### src/rtl/pfd_pkg.sv
package pfd_pkg;
  typedef enum logic {
    PFD_FLAG = 1'b0,
    PFD_QUAD = 1'b1
  } pfd_mode_e;

  // Phase word of the quadrature detector from the two half-rate copies.
  function automatic logic quad_phase(input logic ref_half, input logic fb_half);
    return ref_half ^ fb_half;
  endfunction
endpackage

### src/rtl/pfd_edge_sync.sv
module pfd_edge_sync #(
  parameter int STAGES = 2
) (
  input  logic clk,
  input  logic rst_n,
  input  logic din,
  output logic rise
);
  logic [STAGES:0] shift_q;

  always_ff @(posedge clk or negedge rst_n) begin
    if (!rst_n) shift_q <= '0;
    else        shift_q <= {shift_q[STAGES-1:0], din};
  end

  assign rise = shift_q[STAGES-1] & ~shift_q[STAGES];
endmodule

### src/rtl/pfd_flag_core.sv
module pfd_flag_core #(
  parameter int DLY_W = 4
) (
  input  logic             clk,
  input  logic             rst_n,
  input  logic             flush,
  input  logic             ref_rise,
  input  logic             fb_rise,
  input  logic [DLY_W-1:0] dly,
  output logic             up_q,
  output logic             dn_q,
  output logic             clr_fire,
  output logic [DLY_W-1:0] hold_cnt
);
  logic both;

  function automatic logic hold_done(input logic [DLY_W-1:0] cnt,
                                     input logic [DLY_W-1:0] limit);
    return cnt >= limit;
  endfunction

  assign both     = up_q & dn_q;
  assign clr_fire = both & hold_done(hold_cnt, dly);

  always_ff @(posedge clk or negedge rst_n) begin
    if (!rst_n) begin
      up_q     <= 1'b0;
      dn_q     <= 1'b0;
      hold_cnt <= '0;
    end else if (flush) begin
      up_q     <= 1'b0;
      dn_q     <= 1'b0;
      hold_cnt <= '0;
    end else begin
      up_q <= ref_rise | (up_q & ~clr_fire);
      dn_q <= fb_rise  | (dn_q & ~clr_fire);
      if (clr_fire || !both) hold_cnt <= '0;
      else                   hold_cnt <= hold_cnt + 1'b1;
    end
  end
endmodule

### src/rtl/pfd_quad_core.sv
module pfd_quad_core (
  input  logic clk,
  input  logic rst_n,
  input  logic flush,
  input  logic ref_rise,
  input  logic fb_rise,
  output logic phase
);
  import pfd_pkg::*;
  logic ref_half, fb_half;

  always_ff @(posedge clk or negedge rst_n) begin
    if (!rst_n) begin
      ref_half <= 1'b0;
      fb_half  <= 1'b0;
    end else if (flush) begin
      ref_half <= 1'b0;
      fb_half  <= 1'b0;
    end else begin
      ref_half <= ref_half ^ ref_rise;
      fb_half  <= fb_half ^ fb_rise;
    end
  end

  assign phase = quad_phase(ref_half, fb_half);
endmodule

### src/rtl/pfd_delayed_clear.sv
module pfd_delayed_clear #(
  parameter int DLY_W     = 4,
  parameter int SYNC_STGS = 2
) (
  input  logic             clk,
  input  logic             rst_n,
  input  logic             ref_in,
  input  logic             fb_in,
  input  logic             mode_xor,
  input  logic [DLY_W-1:0] clr_delay,
  output logic             up_o,
  output logic             dn_o
);
  import pfd_pkg::*;

  localparam int N_IN = 2;

  logic [N_IN-1:0] raw_in;
  logic [N_IN-1:0] rise_v;
  logic            ref_rise, fb_rise;
  pfd_mode_e       mode_q;
  logic            flush;
  logic            flag_up, flag_dn, clr_fire, quad_ph;
  logic [DLY_W-1:0] hold_cnt;

  assign raw_in = {fb_in, ref_in};

  for (genvar i = 0; i < N_IN; i++) begin : g_sync
    pfd_edge_sync #(.STAGES(SYNC_STGS)) u_sync (
      .clk  (clk),
      .rst_n(rst_n),
      .din  (raw_in[i]),
      .rise (rise_v[i])
    );
  end

  assign ref_rise = rise_v[0];
  assign fb_rise  = rise_v[1];

  always_ff @(posedge clk or negedge rst_n) begin
    if (!rst_n) mode_q <= PFD_FLAG;
    else        mode_q <= pfd_mode_e'(mode_xor);
  end

  assign flush = (mode_q != pfd_mode_e'(mode_xor));

  pfd_flag_core #(.DLY_W(DLY_W)) u_flag (
    .clk     (clk),
    .rst_n   (rst_n),
    .flush   (flush),
    .ref_rise(ref_rise & (mode_q == PFD_FLAG)),
    .fb_rise (fb_rise & (mode_q == PFD_FLAG)),
    .dly     (clr_delay),
    .up_q    (flag_up),
    .dn_q    (flag_dn),
    .clr_fire(clr_fire),
    .hold_cnt(hold_cnt)
  );

  pfd_quad_core u_quad (
    .clk     (clk),
    .rst_n   (rst_n),
    .flush   (flush),
    .ref_rise(ref_rise & (mode_q == PFD_QUAD)),
    .fb_rise (fb_rise & (mode_q == PFD_QUAD)),
    .phase   (quad_ph)
  );

  always_comb begin
    if (mode_q == PFD_QUAD) begin
      up_o = quad_ph;
      dn_o = ~quad_ph;
    end else begin
      up_o = flag_up;
      dn_o = flag_dn;
    end
  end
endmodule

### config.mk
export PLATFORM = sky130hd
export DESIGN_NAME = pfd_delayed_clear
export DESIGN_NICKNAME = d
export VERILOG_FILES = /design/src/rtl/pfd_pkg.sv /design/src/rtl/pfd_edge_sync.sv /design/src/rtl/pfd_flag_core.sv /design/src/rtl/pfd_quad_core.sv /design/src/rtl/pfd_delayed_clear.sv
export SDC_FILE = /design/constraint.sdc
export NUM_CORES = 1
export LEC_CHECK = 0
export BUFFER_PORTS_ARGS = -buffer_cell sky130_fd_sc_hd__buf_4
export CAP_MARGIN = 25
export CORE_MARGIN = 4
export CORE_UTILIZATION = 47
export CTS_BUF_LIST = sky130_fd_sc_hd__clkbuf_8
export DETAILED_ROUTE_END_ITERATION = 8
export PLACE_DENSITY = 0.69
export SLEW_MARGIN = 20
export SYNTH_ARGS = -nofsm -noshare
export SYNTH_HDL_FRONTEND = slang
export SYNTH_SLANG_ARGS = --single-unit
### constraint.sdc
create_clock -name clk -period 1.69 [get_ports clk]
set_input_delay 0.507 -clock clk [delete_from_list [all_inputs] [get_ports clk]]
set_output_delay 0.507 -clock clk [all_outputs]
set_load 0.1 [all_outputs]
# Yosys cells after proc, flatten, opt, wreduce, memory -nomap -nowiden
# Index checks and enable logic that the tools add are counted.
dict set report word_totals {
  mem_bits_ro 0
  mem_bits_rw 0
  latch_bits 0
  word_cells 41
  n_memories 0
  output_inout_bits 2
  inputBits 9
  reg_bits 15
}
dict set report op_classes {
  n_lt_le_gt_ge 1
  div_mod_pow 0
  n_shift 0
  n_addsub 1
  muxes 8
  n_mul 0
  n_reduce_logical 2
  n_bitwise 20
  n_eq_ne 1
}
# cell count
set op_table {}
lappend op_table {{$and A1 B1 Y1} 10}
lappend op_table {{$mux W4} 2}
lappend op_table {{$mux W1} 6}
lappend op_table {{$not A1 Y1} 5}
lappend op_table {{$add A4 B1 Y4 const B} 1}
lappend op_table {{$ge A4 B4 Y1} 1}
lappend op_table {{$xor A1 B1 Y1} 3}
lappend op_table {{$or A1 B1 Y1} 2}
lappend op_table {{$logic_not A1 Y1} 1}
lappend op_table {{$logic_or A1 B1 Y1} 1}
lappend op_table {{$ne A1 B1 Y1} 1}

# Longest topological paths before layout
# Gate-level depths: netlist (run 1).
dict set report depth {
  depth_word 6
  mapped_depth 6
  ltp_nobuf 6
}

# Cells and area by module
# A second synthesis (run 1) with hierarchy kept.
dict set report hier_totals {
  cells_unflattened 64
  hier_area_um2 754.5
}
# module instances seq_area_each_um2 area_each_um2 cells_per_inst
set modules_own_cells {}
lappend modules_own_cells {pfd_flag_core 1 150.1 394.1 39}
lappend modules_own_cells {pfd_edge_sync 2 75.1 88.8 4}
lappend modules_own_cells {pfd_delayed_clear 1 25.0 98.8 10}
lappend modules_own_cells {pfd_quad_core 1 50.0 83.8 7}

# Worst setup path after synthesis (run 1)
# No wires, ideal clock.
dict set report synth_timing {
  path_kind {reg-to-output}
  startpoint {reg mode_q}
  endpoint {out dn_o}
  path_slack_ns -1.366
  n_path_buf 0
  t_required_ns 1.183
  path_stages_with_launch 2
  arrival_ns 2.549
  path_cell_list {dfrtp_1 > o21ai_0}
}
dict set report synth_between {
  elab_chain_len 1
}
# item line_no
set synth_lines {}
lappend synth_lines {{start, declared} pfd_delayed_clear.sv:21} ;# pfd_mode_e mode_q;
lappend synth_lines {{start signal, assigned} pfd_delayed_clear.sv:42} ;# else mode_q <= pfd_mode_e'(mode_xor);
lappend synth_lines {{$mux W1} pfd_delayed_clear.sv:70} ;# if (mode_q == PFD_QUAD) begin
lappend synth_lines {{end, declared} pfd_delayed_clear.sv:12} ;# output logic dn_o
# No other way between the ends.

# Worst setup path after layout (run 1)
dict set report layout_timing {
  startpoint {reg u_quad.fb_half}
  endpoint {out up_o}
}
dict set report layout_between {
  elab_chain_len 2
}
# item line_no
set layout_lines {}
lappend layout_lines {{start, declared} pfd_quad_core.sv:10} ;# logic ref_half, fb_half;
lappend layout_lines {{start signal, assigned} pfd_quad_core.sv:21} ;# fb_half <= fb_half ^ fb_rise;
lappend layout_lines {{$xor A1 B1 Y1} pfd_pkg.sv:9} ;# return ref_half ^ fb_half;
lappend layout_lines {{$mux W1} pfd_delayed_clear.sv:70}
lappend layout_lines {{end, declared} pfd_delayed_clear.sv:11} ;# output logic up_o,
# No other way between the ends.

==> results.sh, run 1 <==
export IMPL_outcome="complete, but fails checks"
export IMPL_vias=472
export IMPL_fin_cells=92
export IMPL_rsz0062_at_grt="true"
export IMPL_drc=0
export IMPL_hold_class="in -> async"
export IMPL_slew_limit_headroom=0.7794
export IMPL_fin_nets=92
export IMPL_gp_congestion=0.8026
export IMPL_top_layer="met4"
export IMPL_slew_viol_final=0
export IMPL_skew_ps=4.012
export IMPL_cp_arrival_ps=1210
export IMPL_required_ps=1180
export IMPL_dr_wl_met2_um=478
export IMPL_setup_viol=2
export IMPL_synthCells=60
export IMPL_grt_pass1_vias=424
export IMPL_syn_area_um2=700.7
export IMPL_setup_ws_ps=-24.35
export IMPL_cp_max_fo=2
export IMPL_wl_met3_um=53
export IMPL_n_antenna_cell=0
export IMPL_synth_seq_cells=15
export IMPL_port_buffers=10
export IMPL_tightest_slew_ps=330.8
export IMPL_start_util=0.5190
export IMPL_path_class="reg -> out"
export IMPL_cts_root_buf="clkbuf_8"
export IMPL_powerDensity_nw_per_um2=899.5
export IMPL_cts_clk_slew_worst_paths_ps=60
export IMPL_postRouteAntennaNets=0
export IMPL_violations="negative setup slack"
export IMPL_grt_max_degree=16
export IMPL_clk_path_buf_depth=2
export IMPL_grt_pass1_wl_um=1863
export IMPL_htree_num_levels=1
export IMPL_yosys_warnings=0
export IMPL_areaGrowthSynthToFinish_pct=27.32
export IMPL_syn_area_per_cell_um2=11.68
export IMPL_ios=11
export IMPL_finalWirelength_um=1053
export IMPL_yosysSeqAreaShare=0.5357
export IMPL_antenna_found_initial=0
export IMPL_numClockSinks=15
export IMPL_rows=13
export IMPL_drive_gt1_frac=0.2727
export IMPL_die_width_um=46.61
export IMPL_drtIter0Drc=5
export IMPL_syn_nets=74
export IMPL_ir_drop_mv=0.6223
export IMPL_avgViaCountPerCell=5.130
export IMPL_numCtsBuffers=3
export IMPL_dp_hpwl_um=817.8
export IMPL_dpl_worst_slack_ps=-198.6
export IMPL_cap_violations=0
export IMPL_startpoint_type="flip-flop"
export IMPL_synth_lib_cells_used_distinct=17
export IMPL_placed_cells=86
export IMPL_die_h_um=46.61
export IMPL_grt_overflow=0
export IMPL_core_area_um2=1350
export IMPL_wl_per_cell_um=11.45
export IMPL_hold_violations=0
export IMPL_cp_end_kind="output pin"
export IMPL_clk_insertion_delay_late_ps=240
export IMPL_drtPass1Iterations=4
export IMPL_p_leak_nw=0.4194
export IMPL_fin_crit_sh=1.014
export IMPL_grt_usage=0.1296
export IMPL_die_area_um2=2172
export IMPL_period_needed_ps=1714
export IMPL_wl_met1_um=499
export IMPL_cts_tree="built"
export IMPL_fin_setup_tns_ps=-27.61
export IMPL_timing_fmax_mhz=583.3
[synthesized netlist by cell type, drive strengths merged]
cell type | instances | area (um^2)
dfrtp | 15 | 375.4
inv | 7 | 26.28
nor2 | 6 | 22.52
ha | 5 | 62.56
xnor2 | 5 | 43.79
nand2 | 4 | 15.01
nand2b | 3 | 26.27
o21ai | 3 | 15.01
a21boi | 2 | 15.01
nor2b | 2 | 12.51
o21a | 2 | 15.01
o31ai | 2 | 15.01
a2111oi | 1 | 27.53
nand3 | 1 | 5.000
o2111ai | 1 | 15.01
xor2 | 1 | 8.760
[per-stage QoR]
| step | total power, W | hold slack, ps | util | area (um^2) |
|---|---|---|---|---|
| 6_report | 0.0008024 | 100.4 | 0.6608 | 892.1 |
| 5_1_grt | 0.0008485 | 104.5 | 0.6608 | 892.1 |
| 4_1_cts | 0.0008144 | 104.3 | 0.6608 | 892.1 |
| 3_5_place_dp | 0.0005141 | 337.1 | 0.5978 | 807.0 |
| 3_3_place_gp | 0.0005116 | 334.0 | 0.5978 | 807.0 |
| 2_1_floorplan | 0.0004757 | 211.4 | - | 705.7 |
[area by class of cell]
class                           instances  area [um^2]
Multi-Input combinational cell         38        304.0
Tap cell                               15        18.77
Sequential cell                        15        375.4
Clock buffer                            3        41.29
Clock inverter                          1        3.754
Fill cell                             111        457.9
Inverter                                7        26.28
Timing Repair Buffer                   13        122.6
[flip-flops by register name, indices dropped and copies added, names as in the netlist]
signal and count:
u_flag.hold_cnt 4, u_flag.up_q 1, u_quad.fb_half 1, mode_q 1, g_sync.u_sync.shift_q 6, u_quad.ref_half 1
u_flag.dn_q 1
[power breakdown]
group | switching, W | total [W] | leakage [nW] | internal [W]
clock | 0.000114 | 0.000274 | 0.0269 | 0.000160
combinational | 0.0000800 | 0.000144 | 0.201 | 0.0000637
sequential | 0.0000101 | 0.000384 | 0.192 | 0.000374
[worst max-delay path: stages, from the launching register on]
cell and delay, ps:
dfrtp_1 390, xnor2_1 160, nand2_1 100, o21a_2 150
buf_12 160
[kinds of logic (layout without fill, tap and decap cells)]
kind of cell             Yosys count  count (layout)  synth area share
AND/OR/NAND/NOR                   16              16            0.1160
flip-flops                        15              15            0.5357
XOR/XNOR                           6               6           0.07500
adder cells (fa/ha/maj)            5               5           0.08929
AO/OA/AOI/OAI                     11              11            0.1464
buffers and inverters              7              24           0.03751
[worst paths after layout]
path	start	to	slack, ps	depth (start not counted)
hold reg to reg	g_sync[0].u_sync.shift_q[0]	g_sync[0].u_sync.shift_q[1]	350	0
hold / removal	rst_n	g_sync[0].u_sync.shift_q[0]	100	1
min in group clk	g_sync[0].u_sync.shift_q[0]	g_sync[0].u_sync.shift_q[1]	350	0
max in group asynchronous	rst_n	u_flag.hold_cnt[3]	1420	1
setup reg to reg	u_flag.hold_cnt[0]	u_flag.hold_cnt[2]	140	6
setup / recovery	u_quad.fb_half	up_o	-20	4
[layer usage]
metal	GRT usage	vias to the layer above
met5	0	-
met4	0.08287	0
met3	0.04688	4
met2	0.1813	9
met1	0.1675	227
li1	-	232
[cell usage in the layout (no fill, tap or decap), drive strengths merged, types with 3 or more instances in the layout]
| cell | instances |
|---|---|
| dfrtp | 15 |
| buf | 13 |
| inv | 8 |
| nor2 | 6 |
| xnor2 | 5 |
| ha | 5 |
| nand2 | 4 |
| clkbuf | 3 |
| nand2b | 3 |
| o21ai | 3 |
[repair_timing]
item                                   CTS  global route
gates cloned                             0             0
hold buffers                             0             0
gates resized for setup                  6             1
buffers inserted                         2             0
setup endpoints to repair                2             7
endpoints found under the hold margin    0             0
pin swaps                                0             3
No activity file was read; power rests on OpenSTA's default activity.
==> run 2: changes to the inputs <==
--- a/config.mk
+++ b/config.mk
@@ -5,14 +5,15 @@
 export SDC_FILE = /design/constraint.sdc
 export NUM_CORES = 1
 export LEC_CHECK = 0
-export BUFFER_PORTS_ARGS = -buffer_cell sky130_fd_sc_hd__buf_4
 export CAP_MARGIN = 25
 export CORE_MARGIN = 4
 export CORE_UTILIZATION = 47
 export CTS_BUF_LIST = sky130_fd_sc_hd__clkbuf_8
 export DETAILED_ROUTE_END_ITERATION = 8
-export PLACE_DENSITY = 0.69
+export DONT_BUFFER_PORTS = 1
+export PLACE_DENSITY = 0.71
 export SLEW_MARGIN = 20
 export SYNTH_ARGS = -nofsm -noshare
 export SYNTH_HDL_FRONTEND = slang
 export SYNTH_SLANG_ARGS = --single-unit
+export TNS_END_PERCENT = 1
==> run 2 against run 1 <==
The flow still finishes with violations (negative setup slack); largest cell class unchanged; clock power increased by 4%; sequential cell count unchanged; highest routed layer unchanged; utilization shrank 3.6 points.
==> results.sh, run 2 (same netlist as run 1, synthesis figures left out) <==
export IMPL_p_leak_nw=0.3837
export IMPL_fin_cells=85
export IMPL_avgViaCountPerCell=5.224
export IMPL_cp_slowest_stage_delay_ps=390
export IMPL_slew_viol_final=0
export IMPL_num_fill_cells=110
export IMPL_cp_end_kind="output pin"
export IMPL_vias=444
export IMPL_gp_congestion=0.7108
export IMPL_postRouteAntennaNets=0
export IMPL_grt_pass1_wl_um=1945
export IMPL_cp_arrival_ps=1210
export IMPL_path_class="reg -> out"
export IMPL_path_delay_family="flip-flops"
export IMPL_timing_hold_ws_ps=283.8
export IMPL_drc=0
export IMPL_die_width_um=46.61
export IMPL_clk_path_buf_depth=2
export IMPL_antenna_found_initial=0
export IMPL_startpoint_type="flip-flop"
export IMPL_hold_violations=0
export IMPL_fin_setup_tns_ps=-39.18
export IMPL_mostFrequentLayoutCell="dfrtp_1"
export IMPL_fin_crit_sh=1.019
export IMPL_cts_tree="built"
export IMPL_required_ps=1180
export IMPL_htree_num_levels=1
export IMPL_final_cell_mix="15 x dfrtp_1, 7 x inv_1, 6 x nor2_1"
export IMPL_powerDensity_nw_per_um2=950.1
export IMPL_cap_violations=0
export IMPL_fin_nets=85
export IMPL_wl_per_cell_um=12.35
export IMPL_hold_class="in -> reg"
export IMPL_finalWirelength_um=1050
export IMPL_skew_ps=3.491
export IMPL_start_util=0.5190
export IMPL_ir_drop_mv=0.7004
export IMPL_fin_util=0.6247
export IMPL_period_needed_ps=1722
export IMPL_largest_register_ffs=6
export IMPL_clk_insertion_delay_late_ps=250
export IMPL_outcome="complete, but fails checks"
export IMPL_core_area_um2=1350
export IMPL_drtPass1Iterations=6
export IMPL_drtIter0Drc=9
export IMPL_timing_fmax_mhz=580.8
export IMPL_n_antenna_cell=0
export IMPL_dp_hpwl_um=788.1
export IMPL_reg_top3="g_sync.u_sync.shift_q (6), u_flag.hold_cnt (4)"
export IMPL_rsz0062_at_grt="true"
export IMPL_slowest_stage="dfrtp_1"
export IMPL_setup_viol=2
export IMPL_cts_clk_slew_worst_paths_ps=60
export IMPL_cts_root_buf="clkbuf_8"
export IMPL_die_h_um=46.61
export IMPL_cp_max_fo=2
export IMPL_setup_ws_ps=-31.91
export IMPL_areaGrowthSynthToFinish_pct=20.36
export IMPL_violations="negative setup slack"
export IMPL_slew_limit_headroom=0.5545
export IMPL_die_area_um2=2172
export IMPL_port_buffers=0
export IMPL_worst_path_buf_inv=1
export IMPL_numClockSinks=15
export IMPL_rows=13
export IMPL_grt_overflow=0
export IMPL_grt_usage=0.1352
export IMPL_ios=11
export IMPL_grt_max_degree=16
export IMPL_drive_gt1_frac=0.2000
export IMPL_placed_cells=78
export IMPL_crit_path_cell_trace="xnor2_1, nand2_1, o21a_2, buf_12"
export IMPL_grt_pass1_vias=475
export IMPL_tightest_slew_ps=666.0
export IMPL_regMostFlops="g_sync.u_sync.shift_q"
export IMPL_numCtsBuffers=3
-- run 2: cell types whose count changed in the layout (fill, tap and decap cells not counted) --
cell           previous run  this run
clkinv_2                  0         1
inv_1                     8         7
buf_4                    11         3
dlygate4sd3_1             0         1
-- run 2: cell type report --
type / instances / area [um^2] / area share
clock buffer: 3 / 41.29 / 0.04896
inverter: 7 / 26.28 / 0.03116
sequential: 15 / 375.4 / 0.4451
clock inverter: 1 / 5.005 / 0.005935
timing repair buffer: 6 / 72.57 / 0.08605
tap: 15 / 18.77 / 0.02226
multi-input combinational: 38 / 304.0 / 0.3605
-- run 2: worst paths after layout --
kind	cells past startpoint	start	slack, ps	to
max	4	u_quad.fb_half	-30	up_o
min	0	fb_in	280	g_sync[1].u_sync.shift_q[0]
max reg2reg	6	u_flag.hold_cnt[0]	120	u_flag.hold_cnt[2]
min reg2reg	0	g_sync[0].u_sync.shift_q[0]	360	g_sync[0].u_sync.shift_q[1]
max in group asynchronous	1	rst_n	530	g_sync[0].u_sync.shift_q[2]
min in group asynchronous	1	rst_n	730	g_sync[1].u_sync.shift_q[2]
-- run 2: report_power, final --
group / internal [W] / leakage [nW] / switching, W
Sequential: 0.000374 / 0.192 / 0.0000105
Clock: 0.000163 / 0.0255 / 0.000122
Combinational: 0.0000537 / 0.167 / 0.0000774
Total: 0.000591 / 0.384 / 0.000210
-- run 2: metal layers --
layer / up-vias / share of wire / GRT usage
li1: 221 / - / -
met1: 208 / 0.46 / 0.1523
met2: 11 / 0.47 / 0.2005
met3: 4 / 0.051 / 0.05859
met4: 0 / 0.024 / 0.09945
met5: - / 0 / 0
-- run 2: what timing repair did --
item | in CTS | in global routing
setup buffers | 2 | 0
cloned | 0 | 0
endpoints found under the hold margin | 15 | 0
pin swaps | 0 | 3
gates resized for setup | 0 | 1
setup endpoints to repair | 2 | 8
hold buffers | 1 | 0
-- run 2: through the flow --
stage,instance area (um^2),power [W],worst slack (ps)
final,843.3,0.0008013,-31.91
after global routing,843.3,0.0008468,-91.39
after CTS,843.3,0.0008122,-37.42
after detailed placement,772.0,0.0005097,-96.60
after global placement,772.0,0.0005069,-50.29
after floorplan,705.7,0.0004757,-89.51
==> run 3: changes to the inputs <==
--- a/config.mk
+++ b/config.mk
@@ -5,6 +5,7 @@
 export SDC_FILE = /design/constraint.sdc
 export NUM_CORES = 1
 export LEC_CHECK = 0
+export ABC_AREA = 1
 export CAP_MARGIN = 25
 export CORE_MARGIN = 4
 export CORE_UTILIZATION = 47
==> run 3 against run 2 <==
Largest cell class unchanged; final area down 1.9%; sequential cell count unchanged; the run still ends with negative setup slack left; final cell count up 9.4%; highest routed layer unchanged; sequential share of layout area up 1.0 points; register-to-register slack better by 200 ps; global-route usage down 0.48 points; maximum frequency up 0.13%.
==> results.sh, run 3 <==
export IMPL_outcome="complete, but fails checks"
export IMPL_violations="negative setup slack"
export IMPL_areaGrowthSynthToFinish_pct=20.40
export IMPL_path_class="reg -> out"
export IMPL_timing_fmax_mhz=581.5
export IMPL_drc=0
export IMPL_dp_hpwl_um=859.1
export IMPL_rows=13
export IMPL_drtPass1Iterations=3
export IMPL_ir_drop_mv=0.5118
export IMPL_yosysMostFrequentCell="dfrtp_1"
export IMPL_core_area_um2=1334
export IMPL_required_ps=1180
export IMPL_grt_usage=0.1304
export IMPL_cts_tree="built"
export IMPL_syn_area_per_cell_um2=9.813
export IMPL_synth_lib_cells_used_distinct=17
export IMPL_cp_slowest_stage_delay_ps=410
export IMPL_regMostFlops="g_sync.u_sync.shift_q"
export IMPL_ys_top_cells_by_count="15 x dfrtp_1, 13 x inv_1, 10 x nand2_1"
export IMPL_htree_num_levels=1
export IMPL_grt_overflow=0
export IMPL_cp_common_cell="nand2_1"
export IMPL_port_buffers=0
export IMPL_clk_path_buf_depth=2
export IMPL_tightest_slew_ps=652.6
export IMPL_cp_max_fo=3
export IMPL_yosysTopAreaCell="dfrtp_1"
export IMPL_hold_violations=0
export IMPL_crit_path_cell_trace="nand2_1, nand2_1, o22a_2, buf_12"
export IMPL_setup_viol=1
export IMPL_cap_violations=0
export IMPL_grt_pass1_vias=487
export IMPL_fin_nets=93
export IMPL_cp_end_kind="output pin"
export IMPL_powerDensity_nw_per_um2=961.9
export IMPL_startpoint_type="flip-flop"
export IMPL_dpl_cell_area_um2=759.5
export IMPL_die_h_um=46.23
export IMPL_n_antenna_cell=0
export IMPL_final_cell_mix="14 x dfrtp_1, 13 x inv_1, 10 x nand2_1"
export IMPL_start_util=0.5150
export IMPL_largest_register_ffs=6
export IMPL_postRouteAntennaNets=0
export IMPL_skew_ps=0.9038
export IMPL_period_needed_ps=1720
export IMPL_die_area_um2=2137
export IMPL_fin_crit_sh=1.018
export IMPL_ys_flop_type="dfrtp_1"
export IMPL_antenna_found_initial=0
export IMPL_numClockSinks=15
export IMPL_numCtsBuffers=3
export IMPL_clk_insertion_delay_late_ps=240
export IMPL_p_leak_nw=0.4231
export IMPL_hold_class="in -> reg"
export IMPL_ios=11
export IMPL_grt_pass1_wl_um=1911
export IMPL_cts_clk_slew_worst_paths_ps=60
export IMPL_slowest_stage="dfrtp_1"
export IMPL_synthArstFlopShare=1.000
export IMPL_yosysTopAreaCellShare=0.5464
export IMPL_synthTopCellsByArea="dfrtp_1 55%, ha_1 9.1%, inv_1 7.1%"
export IMPL_postLayoutCellArea_um2=827.0
export IMPL_slew_limit_headroom=0.5635
export IMPL_power_w=0.0007955
export IMPL_setup_ws_ps=-29.67
export IMPL_cts_root_buf="clkbuf_8"
export IMPL_syn_area_um2=686.9
export IMPL_yosysSeqAreaShare=0.5464
export IMPL_drtIter0Drc=5
export IMPL_reg_top3="g_sync.u_sync.shift_q (6), u_flag.hold_cnt (4)"
export IMPL_slew_viol_final=0
export IMPL_gp_congestion=0.6801
export IMPL_wl_per_cell_um=11.78
export IMPL_yosys_warnings=0
export IMPL_finalWirelength_um=1096
export IMPL_vias=464
export IMPL_cp_arrival_ps=1210
export IMPL_drive_gt1_frac=0.2051
export IMPL_syn_nets=84
export IMPL_die_width_um=46.23
export IMPL_rsz0062_at_grt="true"
export IMPL_avgViaCountPerCell=4.989
export IMPL_mostFrequentLayoutCell="dfrtp_1"
export IMPL_synthCells=70
export IMPL_grt_max_degree=16
export IMPL_synth_seq_cells=15
export IMPL_synth_edf_count=0
-- run 3: logic make-up after synthesis --
group                      Yosys count  synth area share
xor gates and xnor gates             5           0.06376
DFF                                 15            0.5464
and+or+nand+nor                     26            0.1712
AOI/OAI and AO/OA                    5           0.05101
adders and majority gates            5           0.09107
buffers and inverters               14           0.07650
-- run 3: cell type report --
cell class,instances,area [um^2]
fillers,121,506.7
flip-flops and latches,15,376.6
multi-input cells,41,275.3
repair buffers,4,57.56
inverters,14,52.55
clock buffers,3,41.29
well taps,15,18.77
clock inverters,1,5.005
-- run 3: critical path: cells and delay by family (launching register included) --
family | cells | cell delay (ps)
AND/OR/NAND/NOR | 2 | 170
buffers and inverters | 1 | 170
AO/OA/AOI/OAI | 1 | 220
flip-flops | 1 | 410
-- run 3: metal layers --
| metal | global-route usage | up-vias | share of wire | wire [um] |
|---|---|---|---|---|
| met1 | 0.1411 | 216 | 0.44 | 477 |
| met5 | 0 | - | 0 | 0 |
| met4 | 0.08523 | 0 | 0.0073 | 8 |
| li1 | - | 236 | - | - |
| met2 | 0.2115 | 10 | 0.50 | 550 |
| met3 | 0.04688 | 2 | 0.055 | 60 |
-- run 3: final timing paths --
check                                             from                     endpoint  slack [ps]  depth (start not counted)
max                                     u_quad.fb_half                         dn_o         -30                          4
min                                           mode_xor                       mode_q         290                          0
max reg2reg                         u_flag.hold_cnt[2]           u_flag.hold_cnt[0]         320                          8
min reg2reg                g_sync[1].u_sync.shift_q[0]  g_sync[1].u_sync.shift_q[1]         350                          0
max in group asynchronous                        rst_n                       mode_q         500                          1
min in group asynchronous                        rst_n              u_quad.ref_half         730                          1
-- run 3: repair_timing --
item,4_1_cts,5_1_grt
buffers inserted,1,0
hold buffers,1,0
endpoints found under the hold margin,15,0
resized for setup,2,0
setup endpoints to repair,2,2
-- run 3: metrics by stage --
| step | setup TNS, ps | std cells | hold slack (ps) | setup slack [ps] | utilization |
|---|---|---|---|---|---|
| detailed placement | 0 | 87 | 211.7 | 163.7 | 0.5694 |
| floorplan | 0 | 70 | 211.4 | 61.92 | - |
| finish | -29.67 | 93 | 288.5 | -29.67 | 0.6201 |
| global route | -92.58 | 93 | 274.9 | -77.29 | 0.6201 |
| CTS | -29.86 | 93 | 281.0 | -29.86 | 0.6201 |
| global placement | 0 | 87 | 211.7 | 190.2 | 0.5694 |
-- run 3: where the power goes --
part | internal (W) | switching (W)
logic | 0.0000495 | 0.0000836
clock network | 0.000163 | 0.000111
registers | 0.000376 | 0.0000126
